--- config.mk ---
export PLATFORM = sky130hd
export DESIGN_NAME = rit_top
export DESIGN_NICKNAME = d
export VERILOG_FILES = /design/src/rtl/rit_pkg.sv /design/src/rtl/rit_ram.sv /design/src/rtl/rit_port.sv /design/src/rtl/rit_timer.sv /design/src/rtl/rit_top.sv
export SDC_FILE = /design/constraint.sdc
export NUM_CORES = 1
export LEC_CHECK = 0
export CAP_MARGIN = 10
export CORE_UTILIZATION = 60
export DETAILED_ROUTE_END_ITERATION = 10
export DONT_BUFFER_PORTS = 1
export GPL_ROUTABILITY_DRIVEN = 0
export GPL_TIMING_DRIVEN = 0
export PLACE_DENSITY_LB_ADDON = 0.12
export SYNTH_ARGS = -nofsm -noshare
export SYNTH_HDL_FRONTEND = slang
export SYNTH_SLANG_ARGS = --single-unit
--- constraint.sdc ---
create_clock -name clk -period 5.6 [get_ports clk]
set_input_delay 1.12 -clock clk [delete_from_list [all_inputs] [get_ports clk]]
set_output_delay 1.12 -clock clk [all_outputs]
set_load 0.005 [all_outputs]
--- src/rtl/rit_pkg.sv ---
package rit_pkg;
  localparam int PRE_W = 10;

  typedef enum logic [1:0] {PS_1 = 2'd0, PS_8 = 2'd1, PS_64 = 2'd2, PS_1024 = 2'd3} ps_sel_e;

  // last prescaler value before a decrement tick (ratio - 1)
  function automatic logic [PRE_W-1:0] ps_last(input ps_sel_e sel);
    case (sel)
      PS_1:    ps_last = PRE_W'(0);
      PS_8:    ps_last = PRE_W'(7);
      PS_64:   ps_last = PRE_W'(63);
      default: ps_last = PRE_W'(1023);
    endcase
  endfunction
endpackage

--- src/rtl/rit_ram.sv ---
module rit_ram #(
  parameter int AW = 7,
  parameter int DW = 8
) (
  input  logic          clk,
  input  logic          we,
  input  logic          re,
  input  logic [AW-1:0] addr,
  input  logic [DW-1:0] wdata,
  output logic [DW-1:0] q
);
  localparam int DEPTH = 1 << AW;
  logic [DW-1:0] mem [DEPTH];

  always_ff @(posedge clk) begin
    if (we) mem[addr] <= wdata;
    if (re) q <= mem[addr];
  end
endmodule

--- src/rtl/rit_port.sv ---
module rit_port #(
  parameter int W = 8
) (
  input  logic         clk,
  input  logic         rst,
  input  logic         wr_latch,
  input  logic         wr_dir,
  input  logic [W-1:0] wdata,
  input  logic [W-1:0] pin_in,
  output logic [W-1:0] latch_q,
  output logic [W-1:0] dir_q,
  output logic [W-1:0] rd_val
);
  always_ff @(posedge clk) begin
    if (rst) begin
      latch_q <= '0;
      dir_q   <= '0;
    end else begin
      if (wr_latch) latch_q <= wdata;
      if (wr_dir)   dir_q   <= wdata;
    end
  end

  assign rd_val = (latch_q & dir_q) | (pin_in & ~dir_q);

  AST_DIR_HOLD: assert property (@(posedge clk) disable iff (rst)
    !wr_dir |=> $stable(dir_q));
  AST_LATCH_HOLD: assert property (@(posedge clk) disable iff (rst)
    !wr_latch |=> $stable(latch_q));
endmodule

--- src/rtl/rit_timer.sv ---
module rit_timer
  import rit_pkg::*;
#(
  parameter int CW = 8
) (
  input  logic          clk,
  input  logic          rst,
  input  logic          load,
  input  logic [1:0]    load_sel,
  input  logic [CW-1:0] load_val,
  input  logic          rd_ack,
  output logic [CW-1:0] count_q,
  output logic          irq_n
);
  ps_sel_e          ps_q;
  logic [PRE_W-1:0] pre_q;
  logic             expired_q;
  logic             tick;
  logic             under;

  assign tick  = expired_q || (pre_q == ps_last(ps_q));
  assign under = tick && (count_q == '0);

  always_ff @(posedge clk) begin
    if (rst) begin
      count_q   <= '1;
      pre_q     <= '0;
      ps_q      <= PS_1;
      expired_q <= 1'b0;
      irq_n     <= 1'b1;
    end else if (load) begin
      count_q   <= load_val;
      pre_q     <= '0;
      ps_q      <= ps_sel_e'(load_sel);
      expired_q <= 1'b0;
      irq_n     <= 1'b1;
    end else begin
      if (expired_q || tick) pre_q <= '0;
      else                   pre_q <= pre_q + PRE_W'(1);
      if (tick) count_q <= count_q - CW'(1);
      if (under) begin
        expired_q <= 1'b1;
        irq_n     <= 1'b0;
      end else if (rd_ack) begin
        irq_n     <= 1'b1;
      end
    end
  end

  AST_LOAD_CLEARS_IRQ: assert property (@(posedge clk) disable iff (rst)
    load |=> irq_n);
  AST_UNDERFLOW_FLAG: assert property (@(posedge clk) disable iff (rst)
    (!load && under) |=> (!irq_n && count_q == '1));
  AST_WRAP_STEP: assert property (@(posedge clk) disable iff (rst)
    (!load && expired_q) |=> (count_q == CW'($past(count_q) - CW'(1))));
  AST_PRESCALE_HOLD: assert property (@(posedge clk) disable iff (rst)
    (!load && !tick) |=> $stable(count_q));
endmodule

--- src/rtl/rit_top.sv ---
module rit_top #(
  parameter int AW = 7,
  parameter int DW = 8
) (
  input  logic          clk,
  input  logic          rst,
  input  logic          chip_sel,
  input  logic          ram_sel,
  input  logic          wr_en,
  input  logic [AW-1:0] addr,
  input  logic [DW-1:0] wdata,
  output logic [DW-1:0] rdata,
  input  logic [DW-1:0] pa_in,
  output logic [DW-1:0] pa_out,
  output logic [DW-1:0] pa_dir,
  input  logic [DW-1:0] pb_in,
  output logic [DW-1:0] pb_out,
  output logic [DW-1:0] pb_dir,
  output logic          irq_n
);
  localparam int NPORT = 2;
  localparam logic [AW-1:0] TMR_RD_ADDR = AW'(4);
  localparam logic [AW-1:0] TMR_LD_BASE = AW'(20);

  logic ram_acc, reg_wr, reg_rd, tmr_load, tmr_rd;
  logic [DW-1:0] ram_q, reg_q, cnt;
  logic ram_pick_q;

  logic [NPORT-1:0][DW-1:0] p_in, p_latch, p_dir, p_rd;

  assign ram_acc  = chip_sel && ram_sel;
  assign reg_wr   = chip_sel && !ram_sel && wr_en;
  assign reg_rd   = chip_sel && !ram_sel && !wr_en;
  assign tmr_load = reg_wr && (addr[AW-1:2] == TMR_LD_BASE[AW-1:2]);
  assign tmr_rd   = reg_rd && (addr == TMR_RD_ADDR);

  assign p_in = {pb_in, pa_in};

  rit_ram #(.AW(AW), .DW(DW)) u_ram (
    .clk(clk), .we(ram_acc && wr_en), .re(ram_acc && !wr_en),
    .addr(addr), .wdata(wdata), .q(ram_q)
  );

  for (genvar g = 0; g < NPORT; g++) begin : g_port
    rit_port #(.W(DW)) u_port (
      .clk(clk), .rst(rst),
      .wr_latch(reg_wr && (addr == AW'(2*g))),
      .wr_dir(reg_wr && (addr == AW'(2*g + 1))),
      .wdata(wdata), .pin_in(p_in[g]),
      .latch_q(p_latch[g]), .dir_q(p_dir[g]), .rd_val(p_rd[g])
    );
  end

  assign pa_out = p_latch[0];
  assign pa_dir = p_dir[0];
  assign pb_out = p_latch[1];
  assign pb_dir = p_dir[1];

  rit_timer #(.CW(DW)) u_timer (
    .clk(clk), .rst(rst), .load(tmr_load), .load_sel(addr[1:0]),
    .load_val(wdata), .rd_ack(tmr_rd), .count_q(cnt), .irq_n(irq_n)
  );

  always_ff @(posedge clk) begin
    if (rst) begin
      reg_q      <= '0;
      ram_pick_q <= 1'b0;
    end else if (chip_sel && !wr_en) begin
      ram_pick_q <= ram_sel;
      case (addr)
        AW'(0):      reg_q <= p_rd[0];
        AW'(1):      reg_q <= p_dir[0];
        AW'(2):      reg_q <= p_rd[1];
        AW'(3):      reg_q <= p_dir[1];
        TMR_RD_ADDR: reg_q <= cnt;
        default:     reg_q <= '0;
      endcase
    end
  end

  assign rdata = ram_pick_q ? ram_q : reg_q;

  AST_RAM_KEEPS_PORTS: assert property (@(posedge clk) disable iff (rst)
    ram_acc |=> ($stable(pa_out) && $stable(pb_out) && $stable(pa_dir) && $stable(pb_dir)));
  AST_IDLE_NO_WRITE: assert property (@(posedge clk) disable iff (rst)
    !chip_sel |=> ($stable(pa_out) && $stable(pb_out) && $stable(pa_dir) && $stable(pb_dir)));
endmodule

* Yosys cells after proc, flatten, opt, wreduce, memory -nomap -nowiden
Memories as Yosys holds them, arrays and structs flattened. A register that Yosys moved wholly into a read port is not among the register bits. Cells that the tools add are included.
Operators by class: mux-type cells 9, bitwise gates (word level) 8, eq/ne operators 8, reductions and logical operators 25, add/sub/neg operators 2
Operator list (count):
- 8-bit one-hot mux with 5 select lines | 1
- 8-bit bitwise AND | 4
- 10-bit one-hot mux with 3 select lines | 1
- 8-bit 2-to-1 mux | 3
- 8-bit inverter | 2
- 8-bit OR | 2
- 7-bit by 2-bit == test with 1-bit output, second input constant | 2
- 1-bit logical AND | 14
- 10-bit by 1-bit adder with 10-bit output, second input constant | 1
- 10-bit == test | 1
- 8-bit zero test | 1
- 8-bit by 1-bit subtractor with 8-bit output, second input constant | 1
- 7-bit by 1-bit == test with 1-bit output, second input constant | 1
- 7-bit by 3-bit == test with 1-bit output, second input constant | 1
- 7-bit zero test | 1
- 5-bit by 3-bit == test with 1-bit output, second input constant | 1
- 1-bit 2-to-1 mux | 4
- 2-bit nonzero test | 2
- 3-bit OR reduction | 1
- 2-bit by 1-bit == test with 1-bit output, second input constant | 1
- 2-bit == test, second input constant | 1
- 1-bit zero test | 2
- 2-bit zero test | 1
- 1-bit logical OR | 2
- 2-bit OR reduction | 1
Word-level totals: bits in writable memories 1024, word-level logic and storage cells 64, memories kept 1, input bits 36, bits in registers 63, output and inout bits 41
Memory list:
- u_ram.mem | depth 128, bits a word 8, read ports 1, clocked after Yosys merged registers in 1, wr ports 1, line rit_ram.sv:13 | logic [DW-1:0] mem [DEPTH];

* Depth between registers and ports, before layout
word-level depth 6, mapped depth 10, mapped depth without buffers 6

* Hierarchy
Synthesis repeated with hierarchy kept, for this count alone.
Unflattened totals: cells, all modules 2822, area total of the unflattened synthesis 43839.5 µm²
Modules (own cells, without submodules):
- rit_ram | times used 1, seq. area each 30989.7 µm², area each 40513.9 µm², cells each 2475
- rit_port | times used 2, seq. area each 320.3 µm², area each 669.4 µm², cells each 60
- rit_timer | times used 1, seq. area each 440.4 µm², area each 1174.9 µm², cells each 139
- rit_top | times used 1, seq. area each 180.2 µm², area each 812.0 µm², cells each 88

* Worst setup path before layout
No wires, ideal clock.
path kind input to register, from input port addr[1], to memory u_ram.mem[110][0], enable pin, buffers on the path 4, stages on the path 8, data arrival time 2.787 ns, library setup time 0.370 ns, path slack 2.442 ns, cells stage by stage buf_2 clkbuf_1 buf_2 nand2_1 nor2_1 nand2_1 clkbuf_1 nor2_1
RTL lines:
- start, declared | line rit_top.sv:10 | input logic [AW-1:0] addr,
- end, declared | line rit_ram.sv:13
No word-level cell before the write port.

* Worst setup path in the final report
from input port addr[1], to memory u_ram.mem[110][3], enable pin
No word-level cell before the write port.

==> impl_metrics.yaml <==
yosys:
  netlist_instances: 2329
  post_synth_cell_types: 59
  synth_warnings: 0
  synth_nets: 2368
  synth_sequential_area_ratio: 0.745
  postSynth.asyncResetShare: 0
  ys.flop_type: "sky130_fd_sc_hd__edfxtp_1"
  postSynthAreaPerCell_sq_um: 18.6
  ys_ff_latch: 1095
  synth-edff-count: 1032
  post_synth_instance_area_sq_um: 43300
global_routing:
  grt_max_degree: 134
  grtUsageTotal: 0.350
  grt_pass1_vias: 23903
  grt-ovfl-total: 0
  antenna_found_initial: 8
  first_pass_grt_wire_length_um: 177000
sta:
  timing.final.crit_share: 0.950
  report.final.slew_viol_count: 0
  hold_violations: 0
  worst_clock_skew_ns: 0.0219
  max_slew.worst_pin.slew_ns: 1.36
  maxClockFrequency_ghz: 0.188
  slew-limit-headroom: 0.0909
  finalSetupViolations: 0
  rsz0062_at_grt: "no"
  tns_ns: 0
  final_period_minus_worst_setup_slack_ns: 5.32
power:
  cell_area_power_density_nw_per_um2: 351
  ir_drop_uv: 368
  total_leakage_power_nw: 15.3
detailed_routing:
  route.detailed.vias_per_inst: 7.01
  drt_first_iter_violations: 3847
  drc: 0
  final_antenna_net_count: 0
  wirelength_um: 127000
  detail_route.wl_per_cell_um: 36.4
  vias: 24438
  1st_pass_router_iterations: 7
setup_path:
  critical-path-max-stage-delay_ns: 1.02
  regToRegSetupSlack_ns: 2.87
  timing_worst_setup_path_type: "in2reg"
  critical_path.endpoint_type: "flop"
  crit_path_max_fanout: 10
  cp.buffers_inverters: 4
  worst_setup_start_kind: "input port"
  reg2reg_from: "u_ram.mem[38][2]$_DFFE_PP_"
  critical_path.cell_chain: "buf_2 -> clkbuf_1 -> buf_2 -> nand2_1 -> nor2_1 -> nand2_1 -> clkbuf_1 -> nor2_1"
  critPathSlowestCell: "sky130_fd_sc_hd__clkbuf_1"
  critPathTopFamily: "buffers and inverters"
  crit-reg2reg-capture: "u_ram.q[2]$_DFFE_PP_"
  reg2regPathDepth: 4
  critical_path_arrival_ns: 5.60
  worstPathRequired_ns: 5.87
cts:
  cts_root_buf: "sky130_fd_sc_hd__clkbuf_16"
  cts_sinks: 1095
  number_of_hold_buffers_added_after_cts: 0
  post_cts.resized_instances: 0
  htree_num_levels: 3
  post_cts_buffers: 0
  cts-root-to-sink-buffers: 3
  tritoncts_clock_tree: "yes"
  numCtsBuffers: 107
  worst_skew_pair.late_latency_ns: 0.67
  clk_pin_slew_worst_paths_ns: 0.06
floorplan:
  die_y_um: 271
  die_area_sq_um: 73200
  floorplan.die.width_um: 271
  io-pin-count: 77
  floorplan.core_area_sq_um: 71500
  initial_core_util: 0.606
  std_cell_rows: 98
worst_hold_path:
  hp_class: "reg2reg"
  hold-path-endpoint: "u_timer.pre_q[0]$_SDFF_PP0_"
  hold_path_startpoint: "u_timer.pre_q[0]$_SDFF_PP0_"
  timing.hold.worst_path_depth: 1
place:
  dp.final_hpwl_um: 81300
  numPortBuffers: 0
status:
  outcome: "complete, no violations"
layout:
  drive_gt1_frac: 0.189
  syn_to_final_growth_pct: 10.7
  utilization: 0.671
  num-nets-final: 2482
run:
  cap_viol_max_count: 0
power by group:
part / total, mW / switching (mW) / internal (mW)
Clock: 7.05 / 3.08 / 3.96
Combinational: 0.814 / 0.546 / 0.267
Sequential: 8.97 / 0.00901 / 8.96
cell families after synthesis:
logic type / share of synthesized area
xor gates and xnor gates: 0.00223
muxes: 0.151
DFF: 0.745
and+or+nand+nor: 0.0415
buffers and inverters: 0.0173
AOI/OAI and AO/OA: 0.0420
adders and majority gates: 0.000867
flip-flops by register name, indices dropped and copies added (netlist names):
| name | count |
|---|---|
| g_port.u_port.dir_q | 16 |
| g_port.u_port.latch_q | 16 |
| ram_pick_q | 1 |
| reg_q | 8 |
| u_ram.mem | 1024 |
| u_ram.q | 8 |
| u_timer.count_q | 8 |
| u_timer.expired_q | 1 |
| u_timer.irq_n | 1 |
| u_timer.pre_q | 10 |
| u_timer.ps_q | 2 |
routing by layer:
layer  part of all wire  track usage  vias up  wire length (um)
met5            0.00046            0        -                58
met4              0.062        0.173       10              7820
met3               0.13        0.114      415             16500
met2               0.45        0.531     1894             57600
met1               0.35        0.460    12452             44900
li1                   -            -     9667                 -
worst max path at each step:
| stage | end | startpoint | slack (ns) | cells after the start |
|---|---|---|---|---|
| 2_1_floorplan | u_ram.mem[110][0]$_DFFE_PP_ | addr[1] | 2.44 | 8 |
| 3_3_place_gp | u_ram.mem[110][3]$_DFFE_PP_ | addr[1] | -0.16 | 8 |
| 3_5_place_dp | u_ram.mem[38][6]$_DFFE_PP_ | addr[1] | -0.18 | 8 |
| 4_1_cts | u_ram.mem[110][3]$_DFFE_PP_ | addr[1] | 0.47 | 8 |
| 5_1_grt | u_ram.mem[38][4]$_DFFE_PP_ | addr[1] | 0.44 | 8 |
| 6_report | u_ram.mem[110][3]$_DFFE_PP_ | addr[1] | 0.28 | 8 |
metrics by stage:
stage / total power, mW / hold WS (ns) / instance area (sq um) / instances / setup WS (ns)
finish: 16.8 / 0.466 / 47900 / 3484 / 0.278
global route: 17.1 / 0.510 / 47900 / 3483 / 0.439
CTS: 16.8 / 0.468 / 47900 / 3481 / 0.470
detailed placement: 9.92 / 0.454 / 44500 / 3282 / -0.180
global placement: 9.91 / 0.439 / 44500 / 3279 / -0.163
floorplan: 9.60 / 0.425 / 43300 / 2329 / 2.44
cells in the final DEF (no fill, tap or decap), drive strengths merged, types with 10 or more instances in the layout:
| cell | instances |
|---|---|
| a221oi | 16 |
| o21ai | 50 |
| mux4 | 200 |
| o211ai | 14 |
| a211oi | 19 |
| nand3 | 32 |
| buf | 86 |
| clkinv | 48 |
| a31oi | 16 |
| mux2i | 170 |
| nand2 | 90 |
| nor2 | 195 |
| dfxtp | 63 |
| and3 | 11 |
| edfxtp | 1032 |
| inv | 10 |
| nand2b | 13 |
| a21oi | 75 |
| mux2 | 30 |
| a22oi | 29 |
| nor3 | 15 |
| clkbuf | 190 |
| o221ai | 22 |
layout make-up:
class	count	area, sq um
repair buffers	5	42.5
inverters	6	22.5
multi-input cells	1089	10300
clock inverters	67	537
fillers	4645	23500
flip-flops and latches	1095	32300
diodes	1	2.50
clock buffers	132	2870
well taps	950	1190
plain buffers	139	727
synth_stat cells (29+ instances only):
library cell,instances,area (sq um)
sky130_fd_sc_hd__edfxtp_1,1032,31000
sky130_fd_sc_hd__mux4_2,200,4500
sky130_fd_sc_hd__nor2_1,192,721
sky130_fd_sc_hd__mux2i_1,170,1700
sky130_fd_sc_hd__nand2_1,89,334
sky130_fd_sc_hd__a21oi_1,75,375
sky130_fd_sc_hd__dfxtp_1,63,1260
sky130_fd_sc_hd__clkbuf_1,55,206
sky130_fd_sc_hd__o21ai_0,48,240
sky130_fd_sc_hd__buf_2,46,230
sky130_fd_sc_hd__nand3_1,31,155
sky130_fd_sc_hd__mux2_2,30,338
sky130_fd_sc_hd__a22oi_1,29,218
Power figures use the tool's default switching activity.
